### config.mk
export PLATFORM = sky130hd
export DESIGN_NAME = precise_exc_tracker
export DESIGN_NICKNAME = d
export VERILOG_FILES = /design/src/rtl/precise_exc_tracker.sv
export SDC_FILE = /design/constraint.sdc
export NUM_CORES = 1
export LEC_CHECK = 0
export ABC_AREA = 1
export BUFFER_PORTS_ARGS = -buffer_cell sky130_fd_sc_hd__buf_2
export CORE_ASPECT_RATIO = 0.6
export CORE_MARGIN = 2
export CORE_UTILIZATION = 55
export DETAILED_ROUTE_END_ITERATION = 6
export GPL_ROUTABILITY_DRIVEN = 0
export MAX_ROUTING_LAYER = met4
export PLACE_DENSITY = 0.79
export SYNTH_ARGS = -nofsm -noshare
export SYNTH_HDL_FRONTEND = slang
export SYNTH_SLANG_ARGS = --single-unit
### constraint.sdc
create_clock -name clk -period 15.3 [get_ports clk]
set_input_delay 2.295 -clock clk [delete_from_list [all_inputs] [get_ports clk]]
set_output_delay 2.295 -clock clk [all_outputs]
set_load 0.01 [all_outputs]
### src/rtl/precise_exc_tracker.sv
module precise_exc_tracker #(
  parameter int PCW = 32
) (
  input  logic           clk,
  input  logic           rst_n,
  input  logic           stall,
  input  logic           fetch_valid,
  input  logic [PCW-1:0] fetch_pc,
  input  logic [2:0]     if_flt,
  input  logic           id_illegal,
  input  logic           ex_arith,
  input  logic [2:0]     mem_flt,
  input  logic           rf_we_req,
  input  logic           mem_we_req,
  output logic           rf_we,
  output logic           mem_we,
  output logic           retire,
  output logic [PCW-1:0] retire_pc,
  output logic           exc_taken,
  output logic [3:0]     exc_cause,
  output logic [PCW-1:0] exc_pc
);
  localparam int NST   = 5;
  localparam int NFLAG = 8;
  localparam int WB    = NST - 1;
  localparam int MEM   = NST - 2;

  logic             vld [NST];
  logic [PCW-1:0]   pc  [NST];
  logic [NFLAG-1:0] vec [NST];
  logic [NFLAG-1:0] eff [NST];

  assign eff[0] = vld[0] ? (vec[0] | {5'b0, if_flt})              : '0;
  assign eff[1] = vld[1] ? (vec[1] | {4'b0, id_illegal, 3'b0})    : '0;
  assign eff[2] = vld[2] ? (vec[2] | {3'b0, ex_arith, 4'b0})      : '0;
  assign eff[3] = vld[3] ? (vec[3] | {mem_flt, 5'b0})             : '0;
  assign eff[4] = vld[4] ? vec[4] : '0;

  wire wb_bad   = |eff[WB];
  wire wb_fire  = vld[WB] && !stall;

  assign exc_taken = wb_fire && wb_bad;
  assign retire    = wb_fire && !wb_bad;
  assign retire_pc = pc[WB];
  assign exc_pc    = pc[WB];
  assign rf_we     = retire && rf_we_req;
  assign mem_we    = mem_we_req && vld[MEM] && !(|eff[MEM]) && !(vld[WB] && wb_bad);

  always_comb begin
    exc_cause = '0;
    if (exc_taken)
      for (int i = NFLAG - 1; i >= 0; i--)
        if (eff[WB][i]) exc_cause = 4'(i + 1);
  end

  always_ff @(posedge clk) begin
    if (!rst_n || exc_taken) begin
      for (int k = 0; k < NST; k++) begin
        vld[k] <= 1'b0;
        vec[k] <= '0;
        if (!rst_n) pc[k] <= '0;
      end
    end else if (stall) begin
      for (int k = 0; k < NST; k++) vec[k] <= eff[k];
    end else begin
      vld[0] <= fetch_valid;
      pc[0]  <= fetch_pc;
      vec[0] <= '0;
      for (int k = 1; k < NST; k++) begin
        vld[k] <= vld[k-1];
        pc[k]  <= pc[k-1];
        vec[k] <= eff[k-1];
      end
    end
  end
endmodule


## Yosys cells after proc, flatten, opt, wreduce, memory -nomap -nowiden

Memory sizes are Yosys's and may differ from the RTL's.
Index checks and enable logic that the tools add are counted.

- Bits in registers: 0
- Bits in writable memories: 205
- Bits of input ports: 46
- Output and inout bits: 72
- Memories kept: 3

- Multiplexer cells: 45
- Bitwise gates (word level): 24
- Reduce and logical (&&, ||, !) cells: 16

Memories:

| memory | words | width | rd ports | clocked after Yosys merged registers in | write ports | RTL line | RTL |
|---|---|---|---|---|---|---|---|
| pc | 5 | 32 | 5 | 0 | 5 | 29 | `logic [PCW-1:0] pc [NST];` |
| vec | 5 | 8 | 5 | 0 | 5 | 30 | `logic [NFLAG-1:0] vec [NST];` |
| vld | 5 | 1 | 5 | 0 | 5 | 28 | `logic vld [NST];` |

Operators by type and width:

| operator | count |
|---|---|
| $mux 32 | 5 |
| $mux 8 | 15 |
| $mux 4 | 9 |
| $or 1x1->1 | 20 |
| $mux 1 | 16 |
| $reduce_or 8->1 | 2 |
| $logic_and 1x1->1 | 8 |
| $or 8x3->8 | 1 |
| $or 8x4->8 | 1 |
| $or 8x5->8 | 1 |
| $or 8x8->8 | 1 |
| $logic_not 1->1 | 5 |
| $logic_or 1x1->1 | 1 |

## Depth between registers and ports, before layout

- Depth in word-level cells: 10
- Depth in mapped cells: 11

## Worst setup path after synthesis

No wires, ideal clock.

- Kind: input-to-reg
- From: input stall
- To: memory pc[0][0] (enable)
- Arrival time: 6.595 ns
- Data required time: 14.774 ns
- Slack: 8.179 ns
- Cell stages on the path: 7
- Buffers on the path: 3
- Path through: clkbuf_1 nor2_1 nand2_4 nand3_4 buf_6 buf_2 nand2_1

RTL lines:

| element | RTL line | RTL |
|---|---|---|
| from (decl) | 6 | `input logic stall,` |
| to (decl) | 29 |  |

## Worst setup path in the final report

- From: input stall
- To: output exc_cause[1]

- Cells in the longest elaborated chain, start to end: 4

RTL lines:

| element | RTL line | RTL |
|---|---|---|
| $logic_not 1->1 | 40 | `wire wb_fire = vld[WB] && !stall;` |
| $logic_and 1x1->1 | 40 |  |
| $logic_and 1x1->1 | 42 | `assign exc_taken = wb_fire && wb_bad;` |
| $mux 4 | 51 | `if (exc_taken)` |
| to (decl) | 20 | `output logic [3:0] exc_cause,` |

No other way between the ends.

==> run summary <==
DRC -> 0
Yosys warnings -> 0
Fmax -> 165 MHz
Die extent in x -> 173 um
Pleak -> 4.70 nW
Yosys reg bits -> 205
Root Buffer -> clkbuf_16
Tmin final -> 6.07 ns
Worst skew pair latency -> 0.48 ns
Final Hold Violating Endpoints -> 0
CP arrival -> 3.78 ns
Worst path cell trace -> buf_2 > nor2_1 > nand2_4 > nor3_1 > buf_2
Area of the multi-input gates -> 0.00192 sq mm
Core region area -> 0.0170 sq mm
Tot GR Track Use -> 0.158
Crit-path most repeated cell -> buf_2
Crit. End Element -> output pin
Slowest CP cell -> buf_2
First-pass GRT wire length -> 22900 um
Fillers -> 1363
Vias in the first global route -> 4627
Post-route ant nets -> 0
Cts hold-fix bufs -> 0
Post-Syn Area -> 0.00946 sq mm
# setup viols final -> 0
Cell Pwr Density -> 117 mW/mm^2
Die extent in y -> 106 um
CP Launch Point -> stall
# Max-Cap Violations -> 0
Worst Path Class, Setup -> primary input to output pin
Worst-margin pin slew -> 1.08 ns
Max transition margin -> 0.277
CP Launch Type -> primary input
Syn Area/Cell -> 11.1 sq um
Clock tree sinks -> 205
Xor/xnor share of the synthesized area -> 0
Yosys cell types -> 23
Mux cell area share after synthesis -> 0
CTS buffer count -> 20
Vias -> 5245
FF+latch area -> 0.00616 sq mm
Final HPWL DP -> 8790 um
Area Growth Syn to Fin -> 9.05%
Initial antenna violation count -> 1
Sequential area share after synthesis -> 0.651
Worst r2r src -> vld[4]
Post-Syn Instances -> 855
Hold Slack -> 0.538 ns
Row cnt -> 37
Routed wire per std cell -> 11.8 um
Final nets -> 976
Req. time, crit path -> 13.01 ns
DRT Pass-1 Iters -> 6
Adder-cell share of the synthesized area -> 0
Cell Area, Placed -> 0.00972 sq mm
Hold Crit Start -> pc[0][74]
H-tree depth -> 1
Resize count post-CTS -> 0
Setup TNS -> 0 ns
Status -> finished, final reports clean
I/O pins -> 118
Final Cell Area -> 0.0103 sq mm
Worst VDD drop -> 0.0695 mV
Min-delay worst type -> register to register
GRT overflow -> 0
Synth Area in Compound Gates -> 0.00331
Share of post-route cells with drive strength above 1 -> 0.269
Reg clk slew, reported paths -> 0.06 ns
Pins Over Slew Limit -> 0
Largest net degree at the start of global routing -> 93
Final WL -> 13900 um
Post-Synth Simple-Gate Area -> 0.183
CTS tree -> built
# port buffers -> 117
Drt initial violations -> 456
Largest stage delay, worst path -> 0.52 ns
Setup bufs post-CTS -> 0
Worst Path Max Fanout -> 62
Die area -> 0.0183 sq mm
Fin crit share -> 0.397
Layout Skew -> 0.00634 ns
Starting Density -> 0.557
Vias per cell -> 4.45
CTS Buffer Depth -> 3
Largest family of logic cells by synthesized area -> simple AND/OR/NAND/NOR gates
RSZ-0062 raised after global routing -> no
[registers in the layout, summed over array words and instances (netlist names)]
name  cells
vld       5
vec      40
pc      160
[report_power, final]
part | switching [mW] | internal (mW) | leakage [nW]
clock | 0.192 | 0.250 | 0.293
sequential | 0.0131 | 0.660 | 2.17
combinational | 0.0638 | 0.0273 | 2.23
total | 0.269 | 0.938 | 4.70
[synth_stat cells (all sizes together)]
master / count / area share
edfxtp: 205 / 0.65
inv: 196 / 0.078
nor2: 190 / 0.10
buf: 96 / 0.080
nand2: 76 / 0.031
nand4: 65 / 0.043
clkbuf: 11 / 0.0044
nor3: 4 / 0.0021
o21ai: 4 / 0.0021
nand3: 3 / 0.0029
a21oi: 1 / 0.00053
a31oi: 1 / 0.00066
and3: 1 / 0.00066
conb: 1 / 0.00040
nor4: 1 / 0.00066
[area by class of cell]
cell class / count / share of cell area
Clock inverter: 10 / 0.00473
Sequential cell: 205 / 0.597
Antenna cell: 1 / 0.000243
Inverter: 196 / 0.0714
Clock buffer: 25 / 0.0524
Timing Repair Buffer: 121 / 0.0597
Multi-Input combinational cell: 386 / 0.186
Tap cell: 234 / 0.0284
[cells in the final DEF, fill, tap and decap left out, drive strengths merged, types with 3 or more instances in the layout]
cell type and n:
nand2 76, buf 121, conb 40, nor2 190, nand4 65, clkinv 10, nand3 3, nor3 4
clkbuf 25, inv 196, edfxtp 205, o21ai 4
[kinds of logic after synthesis]
group	after synthesis
AOI/OAI and AO/OA	6
DFF	205
buffers and inverters	303
other	1
and+or+nand+nor	340
[worst max-delay path: cells and delay by family]
family | cells | cell delay [ns]
simple gates | 3 | 0.78
buf+inv | 2 | 0.68
[final timing paths]
path | endpoint | slack (ns) | cells past startpoint
worst min register to register | pc[0][106] | 0.54 | 2
worst min-delay path | pc[0][106] | 0.54 | 2
worst max-delay path | exc_cause[1] | 9.23 | 5
worst max register to register | pc[0][99] | 11.28 | 9
[metal layers]
layer | share of wire | track usage
met1 | 0.53 | 0.255
met2 | 0.39 | 0.201
met3 | 0.062 | 0.0364
met4 | 0.016 | 0.0351
met5 | 0 | -
[stage by stage]
stage	std cells	util	worst slack [ns]	total power, mW
floorplan	894	-	8.18	0.769
global placement	1142	0.572	9.28	0.775
detailed placement	1142	0.572	9.25	0.777
CTS	1177	0.607	9.24	1.22
global route	1178	0.607	9.12	1.25
finish	1178	0.607	9.23	1.21
Note: power is estimated with default switching activity, not from simulation.
